## config.mk

```make
export PLATFORM = sky130hd
export DESIGN_NAME = halfslice_alu
export DESIGN_NICKNAME = d
export VERILOG_FILES = /design/src/rtl/halfslice_pkg.sv /design/src/rtl/halfslice_ctrl.sv /design/src/rtl/halfslice_dp.sv /design/src/rtl/halfslice_alu.sv
export SDC_FILE = /design/constraint.sdc
export NUM_CORES = 1
export LEC_CHECK = 0
export ABC_CLOCK_PERIOD_IN_PS = 14300
export BUFFER_PORTS_ARGS = -buffer_cell sky130_fd_sc_hd__buf_4
export CAP_MARGIN = 20
export CELL_PAD_IN_SITES_DETAIL_PLACEMENT = 0
export CELL_PAD_IN_SITES_GLOBAL_PLACEMENT = 1
export CORE_AREA = 10 10 208 210
export CTS_BUF_LIST = sky130_fd_sc_hd__clkbuf_8
export DETAILED_ROUTE_END_ITERATION = 12
export DIE_AREA = 0 0 218 220
export GPL_ROUTABILITY_DRIVEN = 0
export HOLD_SLACK_MARGIN = 0.02
export PLACE_DENSITY_LB_ADDON = 0.08
export REMOVE_ABC_BUFFERS = 1
export SLEW_MARGIN = 20
export SYNTH_ARGS = -nofsm -noshare
export SYNTH_HDL_FRONTEND = slang
export SYNTH_SLANG_ARGS = --single-unit
export TNS_END_PERCENT = 10
```

## constraint.sdc

```tcl
create_clock -name clk -period 14.3 [get_ports clk]
set_input_delay 2.86 -clock clk [delete_from_list [all_inputs] [get_ports clk]]
set_output_delay 2.86 -clock clk [all_outputs]
set_load 0.005 [all_outputs]
```

## src/rtl/halfslice_pkg.sv

```systemverilog
package halfslice_pkg;

  localparam logic [2:0] OPC_ADD = 3'd0;
  localparam logic [2:0] OPC_SUB = 3'd1;
  localparam logic [2:0] OPC_AND = 3'd2;
  localparam logic [2:0] OPC_OR  = 3'd3;
  localparam logic [2:0] OPC_XOR = 3'd4;

  typedef enum logic [1:0] {
    SRC_RF  = 2'd0,
    SRC_S1  = 2'd1,
    SRC_S2  = 2'd2,
    SRC_IMM = 2'd3
  } srcSel_e;

  typedef enum logic [1:0] {
    FN_ARITH = 2'd0,
    FN_AND   = 2'd1,
    FN_OR    = 2'd2,
    FN_XOR   = 2'd3
  } fnSel_e;

  typedef struct packed {
    srcSel_e selA;
    srcSel_e selB;
    fnSel_e  issueFn;
    logic    issueSub;
    fnSel_e  s1Fn;
    logic    s1Sub;
    logic    s1HiFwdA;
    logic    s1HiFwdB;
    logic    wrEn;
  } strobes_t;

endpackage

```

## src/rtl/halfslice_ctrl.sv

```systemverilog
module halfslice_ctrl
  import halfslice_pkg::*;
#(
  parameter int IDX_W = 3
) (
  input  logic             clk,
  input  logic             rst,
  input  logic             issueValid,
  input  logic [2:0]       issueOp,
  input  logic [IDX_W-1:0] issueSrcA,
  input  logic [IDX_W-1:0] issueSrcB,
  input  logic             issueUseImm,
  input  logic [IDX_W-1:0] issueDest,
  output strobes_t         st,
  output logic             s2Valid,
  output logic [IDX_W-1:0] s2Dest
);

  logic             s1Valid;
  logic [IDX_W-1:0] s1Dest;
  fnSel_e           s1Fn;
  logic             s1Sub;
  logic             s1HiFwdA;
  logic             s1HiFwdB;

  logic    hitS1A, hitS2A, hitS1B, hitS2B;
  srcSel_e selA, selB;
  fnSel_e  issueFn;
  logic    issueSub;

  always_comb begin
    hitS1A = s1Valid && (s1Dest == issueSrcA);
    hitS2A = s2Valid && (s2Dest == issueSrcA);
    hitS1B = s1Valid && (s1Dest == issueSrcB);
    hitS2B = s2Valid && (s2Dest == issueSrcB);

    if (hitS1A)      selA = SRC_S1;
    else if (hitS2A) selA = SRC_S2;
    else             selA = SRC_RF;

    if (issueUseImm) selB = SRC_IMM;
    else if (hitS1B) selB = SRC_S1;
    else if (hitS2B) selB = SRC_S2;
    else             selB = SRC_RF;

    issueSub = 1'b0;
    case (issueOp)
      OPC_SUB: begin issueFn = FN_ARITH; issueSub = 1'b1; end
      OPC_AND: issueFn = FN_AND;
      OPC_OR:  issueFn = FN_OR;
      OPC_XOR: issueFn = FN_XOR;
      default: issueFn = FN_ARITH;
    endcase
  end

  always_ff @(posedge clk) begin
    if (rst) begin
      s1Valid <= 1'b0;
      s2Valid <= 1'b0;
    end else begin
      s1Valid <= issueValid;
      s2Valid <= s1Valid;
    end
    s1Dest   <= issueDest;
    s1Fn     <= issueFn;
    s1Sub    <= issueSub;
    s1HiFwdA <= (selA == SRC_S1);
    s1HiFwdB <= (selB == SRC_S1);
    s2Dest   <= s1Dest;
  end

  always_comb begin
    st.selA     = selA;
    st.selB     = selB;
    st.issueFn  = issueFn;
    st.issueSub = issueSub;
    st.s1Fn     = s1Fn;
    st.s1Sub    = s1Sub;
    st.s1HiFwdA = s1HiFwdA;
    st.s1HiFwdB = s1HiFwdB;
    st.wrEn     = s2Valid;
  end

  // the producer issued one cycle ago outranks the older one
  a_r9_newest_wins: assert property (@(posedge clk) disable iff (rst)
    (issueValid && s1Valid && s2Valid && (s1Dest == s2Dest) && (issueSrcA == s1Dest))
      |=> s1HiFwdA);

  // a one-cycle-old producer always hands its high half forward
  a_r8_hi_follow: assert property (@(posedge clk) disable iff (rst)
    (s1HiFwdA && s1Valid) |-> s2Valid);

endmodule

```

## src/rtl/halfslice_dp.sv

```systemverilog
module halfslice_dp
  import halfslice_pkg::*;
#(
  parameter int XLEN  = 32,
  parameter int NREGS = 8,
  parameter int IDX_W = $clog2(NREGS)
) (
  input  logic             clk,
  input  logic             rst,
  input  strobes_t         st,
  input  logic [IDX_W-1:0] srcA,
  input  logic [IDX_W-1:0] srcB,
  input  logic [XLEN-1:0]  imm,
  input  logic [IDX_W-1:0] wrIdx,
  output logic [XLEN-1:0]  wbData
);

  localparam int HALF = XLEN / 2;

  logic [XLEN-1:0] regFile [NREGS];
  logic [HALF-1:0] s1Lo;
  logic            s1Carry;
  logic [HALF-1:0] s1HiA, s1HiB;
  logic [XLEN-1:0] s2Res;

  logic [XLEN-1:0] opA, opB;
  logic [HALF-1:0] loB, loRes;
  logic [HALF:0]   loSum;
  logic [HALF-1:0] hiA, hiB, hiBx, hiRes;

  function automatic logic [XLEN-1:0] pickSrc(srcSel_e sel, logic [XLEN-1:0] rfVal,
                                              logic [HALF-1:0] lo1, logic [XLEN-1:0] full2,
                                              logic [XLEN-1:0] immVal);
    case (sel)
      SRC_S1:  return {{HALF{1'b0}}, lo1};
      SRC_S2:  return full2;
      SRC_IMM: return immVal;
      default: return rfVal;
    endcase
  endfunction

  // first slice: low half at issue
  always_comb begin
    opA   = pickSrc(st.selA, regFile[srcA], s1Lo, s2Res, imm);
    opB   = pickSrc(st.selB, regFile[srcB], s1Lo, s2Res, imm);
    loB   = st.issueSub ? ~opB[HALF-1:0] : opB[HALF-1:0];
    loSum = {1'b0, opA[HALF-1:0]} + {1'b0, loB} + {{HALF{1'b0}}, st.issueSub};
    case (st.issueFn)
      FN_AND:  loRes = opA[HALF-1:0] & opB[HALF-1:0];
      FN_OR:   loRes = opA[HALF-1:0] | opB[HALF-1:0];
      FN_XOR:  loRes = opA[HALF-1:0] ^ opB[HALF-1:0];
      default: loRes = loSum[HALF-1:0];
    endcase
  end

  // second slice: high half one fast cycle later
  always_comb begin
    hiA  = st.s1HiFwdA ? s2Res[XLEN-1:HALF] : s1HiA;
    hiB  = st.s1HiFwdB ? s2Res[XLEN-1:HALF] : s1HiB;
    hiBx = st.s1Sub ? ~hiB : hiB;
    case (st.s1Fn)
      FN_AND:  hiRes = hiA & hiB;
      FN_OR:   hiRes = hiA | hiB;
      FN_XOR:  hiRes = hiA ^ hiB;
      default: hiRes = hiA + hiBx + {{(HALF-1){1'b0}}, s1Carry};
    endcase
  end

  always_ff @(posedge clk) begin
    s1Lo    <= loRes;
    s1Carry <= loSum[HALF];
    s1HiA   <= opA[XLEN-1:HALF];
    s1HiB   <= opB[XLEN-1:HALF];
    s2Res   <= {hiRes, s1Lo};
  end

  always_ff @(posedge clk) begin
    if (rst) begin
      for (int i = 0; i < NREGS; i++) regFile[i] <= '0;
    end else if (st.wrEn) begin
      regFile[wrIdx] <= s2Res;
    end
  end

  assign wbData = s2Res;

  // a writeback lands in the addressed register
  a_r10_rf_written: assert property (@(posedge clk) disable iff (rst)
    ($past(st.wrEn) && !$past(rst)) |-> (regFile[$past(wrIdx)] == $past(wbData)));

endmodule

```

## src/rtl/halfslice_alu.sv

```systemverilog
module halfslice_alu
  import halfslice_pkg::*;
#(
  parameter int XLEN  = 32,
  parameter int NREGS = 8,
  parameter int IDX_W = $clog2(NREGS)
) (
  input  logic             clk,
  input  logic             rst,
  input  logic             issueValid,
  input  logic [2:0]       issueOp,
  input  logic [IDX_W-1:0] issueSrcA,
  input  logic [IDX_W-1:0] issueSrcB,
  input  logic             issueUseImm,
  input  logic [XLEN-1:0]  issueImm,
  input  logic [IDX_W-1:0] issueDest,
  output logic             wbValid,
  output logic [IDX_W-1:0] wbIdx,
  output logic [XLEN-1:0]  wbData
);

  strobes_t st;

  halfslice_ctrl #(.IDX_W(IDX_W)) ctrlInst (
    .clk(clk), .rst(rst),
    .issueValid(issueValid), .issueOp(issueOp),
    .issueSrcA(issueSrcA), .issueSrcB(issueSrcB),
    .issueUseImm(issueUseImm), .issueDest(issueDest),
    .st(st), .s2Valid(wbValid), .s2Dest(wbIdx)
  );

  halfslice_dp #(.XLEN(XLEN), .NREGS(NREGS), .IDX_W(IDX_W)) dpInst (
    .clk(clk), .rst(rst), .st(st),
    .srcA(issueSrcA), .srcB(issueSrcB), .imm(issueImm),
    .wrIdx(wbIdx), .wbData(wbData)
  );

  // every issue reaches writeback two fast cycles later
  a_r2_latency: assert property (@(posedge clk) disable iff (rst)
    issueValid |-> ##2 wbValid);

  // no writeback without a matching issue
  a_r2_no_spurious: assert property (@(posedge clk) disable iff (rst)
    wbValid |-> $past(issueValid, 2));

  // the writeback carries the destination tag of its issue
  a_r2_dest_tag: assert property (@(posedge clk) disable iff (rst)
    wbValid |-> (wbIdx == $past(issueDest, 2)));

  // reset empties the pipeline
  a_r1_reset_clear: assert property (@(posedge clk)
    $past(rst) |-> !wbValid);

endmodule

```

==> run metrics <==
total power draw 2.86 mW; Tcrit/Tclk final 0.530; share of the synthesized area in the top cell type 0.374; crit-path max FO 40; minimum hold slack 0.369 ns; post_cts resized 0; Port Buffer Count 83; H-tree Lvls 2; crit path launch type input pin; Multi-input gate area 0.0102 mm²; WP data arrival 8.08 ns; post-route insts no fill 2306; RSZ-0062 raised after global routing false; first-pass GRT wire length 86600 µm; LEAKAGE 9.25 nW; slowest stage delay, CP 0.78 ns; R2R Setup Slk 9.80 ns; setup bufs post-CTS 0; layout cells sized above 1 0.204; largest net degree at the start of global routing 64; fmax 132 MHz; I/O pins 84; slowest CP cell buf_4; core area 0.0393 mm²; Avg WL per Cell 24.4 µm; hold buffers post-CTS 0; starting density of the core 0.523; Final Max Slew Viols 0; Least-Margin Pin Slew 0.970 ns; setup tns final 0 ns; TritonCTS clock tree yes; Clock Skew 0.0273 ns; Synth warnings 0; Synth cell types 57; # setup viols final 0; CTS Buf Count 60; register bit total from synthesis 350; Crit Path Category in -> reg; Max-slew headroom 0.353; Antenna Nets Post-Route 0; max-cap violation count 0; Rows 73; crit path launch issueSrcA[0]; CP Depth 17; Mapped Area 0.0205 mm²; DRC 0; CP delay by family, top compound AO/OA/AOI/OAI gates; synth top area cells edfxtp_1 37%, mux4_2 15%, dfxtp_1 9.2%; crit path buf inv count 3; reg-to-reg startpoint ctrlInst.s2Dest[0]; Die ar. 0.0480 mm²; crit path time final 7.58 ns; Cells after DPL 2196; gr ovfl total 0; R2R cell count 17; Synth Area per Inst 12.2 µm²; final hold vios 0; Starting DRT DRC Count 1023; CP cell instances buf_4 -> buf_4 -> xnor2_1 -> and4_2 -> buf_4 -> o21ai_1 -> mux2_2 -> fa_1 -> a21oi_1 -> o21bai_1 -> a21o_1 -> a21o_1 -> a21oi_1 -> o211ai_1 -> a41oi_1 -> xor2_1 -> o21ai_0; last element of the critical path dpInst.s1Lo[14]; Worst IR Drop VDD 73.8 µV; Total GRT Usage 0.240; clock insertion delay at the later pin of the skew report 0.64 ns; # fillers 3303; Worst R2R End dpInst.s1Lo[14]; Yosys top cell by area edfxtp_1; Area Growth Syn to Fin 10.7%; Top FF cell, synth edfxtp_1; CTS clk-pin slew, worst paths 0.06 ns; Async S/R FF share, synth 0; Hold Crit Class reg -> reg; fin nets 1877; number of synthesized flops with an enable pin 256; CP Capture Type flop; CTS Root Cell clkbuf_8; Most common cell on crit path buf_4; Hold Startpoint dpInst.s1Lo[1]; sequential area share after synthesis 0.466; vias in the first global route 14219; Storage cell area 0.00957 mm²; Final HPWL DP 34100 µm; final wirelength 56400 µm; drt pass-1 iters 5; Chip Width 218 µm; clock sinks 350; status finished clean; post-DR vias/cell 5.84; Pwr per Cell Area 126 mW/mm²; initial antenna violation count 0; post-synthesis instance total 1682; Req. time, crit path 14.80 ns; Vias 13457; Clock Path Buffers 3; Die Ht 220 µm
-- through the flow --
stage | util | worst slack, ns | instance area (µm²)
floorplan | - | 7.01 | 20000
global placement | 0.550 | 6.09 | 21600
detailed placement | 0.550 | 6.09 | 21600
CTS | 0.579 | 6.77 | 22700
global route | 0.579 | 6.29 | 22700
finish | 0.579 | 6.72 | 22700
-- per-layer routing --
layer / GRT usage / up-vias / wire [µm]
li1: - / 6225 / -
met1: 0.297 / 6688 / 22400
met2: 0.422 / 436 / 28900
met3: 0.0367 / 108 / 3540
met4: 0.0801 / 0 / 1540
met5: 0 / - / 0
-- worst reg2reg max path: stages (launching register included) --
cell      delay (ns)
dfxtp_1         0.53
xnor2_1         0.19
and4_1          0.22
buf_4           0.36
nand2b_1        0.17
buf_4           0.32
o21ai_0         0.26
xor2_1          0.22
fa_1            0.42
a21oi_1         0.17
o21bai_1        0.11
a21o_1          0.19
a21o_1          0.20
a21oi_1         0.28
o211ai_1        0.18
a41oi_1         0.32
xor2_1          0.16
o21ai_0         0.08
-- area by class of cell --
cell class | count | share of cell area
Clock inverter | 45 | 0.0113
Sequential cell | 350 | 0.421
Tap cell | 525 | 0.0289
Antenna cell | 1 | 0.000110
Multi-Input combinational cell | 1118 | 0.447
Timing Repair Buffer | 116 | 0.0383
Inverter | 87 | 0.0144
Clock buffer | 64 | 0.0388
-- cell usage in the layout, fill, tap and decap left out, drive strengths merged, types with 11 or more instances in the layout --
| master | n |
|---|---|
| nor3 | 15 |
| dfxtp | 94 |
| clkinv | 25 |
| nor2 | 62 |
| or2 | 11 |
| buf | 116 |
| clkbuf | 64 |
| and2 | 258 |
| xor2 | 24 |
| o21ai | 103 |
| a211oi | 32 |
| mux4 | 142 |
| xnor2 | 44 |
| a22o | 16 |
| mux2i | 109 |
| edfxtp | 256 |
| nand2 | 98 |
| ha | 93 |
| a21oi | 32 |
| inv | 104 |
-- power breakdown --
| group | leakage, nW | internal [mW] | total (mW) | switching [mW] |
|---|---|---|---|---|
| clock network | 0.651 | 0.464 | 0.879 | 0.415 |
| logic | 5.17 | 0.299 | 0.611 | 0.312 |
| registers | 3.44 | 1.19 | 1.37 | 0.181 |
| total | 9.25 | 1.96 | 2.86 | 0.909 |
-- flip-flops by register name, indices dropped and copies added (netlist names), 2 cells and up --
register / count
dpInst.s1HiB: 16
dpInst.wbData: 32
dpInst.s1HiA: 16
ctrlInst.s1Dest: 3
ctrlInst.s1Fn: 2
dpInst.s1Lo: 16
dpInst.regFile: 256
ctrlInst.s2Dest: 3
-- how the worst min path moves through the flow --
stage | slack, ns | cells past startpoint | endpoint
after floorplan | 0.35 | 0 | dpInst.wbData[10]
after global routing | 0.38 | 0 | dpInst.wbData[0]
after global placement | 0.36 | 0 | dpInst.wbData[0]
final | 0.37 | 0 | dpInst.wbData[1]
after CTS | 0.37 | 0 | dpInst.wbData[1]
after detailed placement | 0.36 | 0 | dpInst.wbData[0]
-- kinds of logic after synthesis --
group,after synthesis,share of synthesized area
buf+inv,214,0.0404
xor+xnor,68,0.0290
mux,256,0.212
fa+ha+maj,96,0.0596
compound gates,222,0.0681
flops,350,0.466
simple gates,476,0.125
-- cell usage after synthesis, types with 3 or more instances --
library cell  number
mux2i_1          109
nor2_1            62
a21oi_1           32
xnor2_1           44
ha_1              93
nand4_1            4
edfxtp_1         256
and2_1           258
nor2b_1            5
mux2_2             5
nand3b_1           4
clkbuf_1          94
a31oi_1            3
dfxtp_1           94
fa_1               3
nor3_1            15
buf_1             19
inv_1             87
a21o_1            10
mux4_2           141
xor2_1            24
a211oi_1          32
nand3_1            5
or2_2             10
o21a_1             3
nand2_1           98
a22o_1            16
buf_2             12
o21ai_0           89
nand2b_1           6
o22ai_1            3
o21ai_1           14
Note: power is estimated with default switching activity, not from simulation.
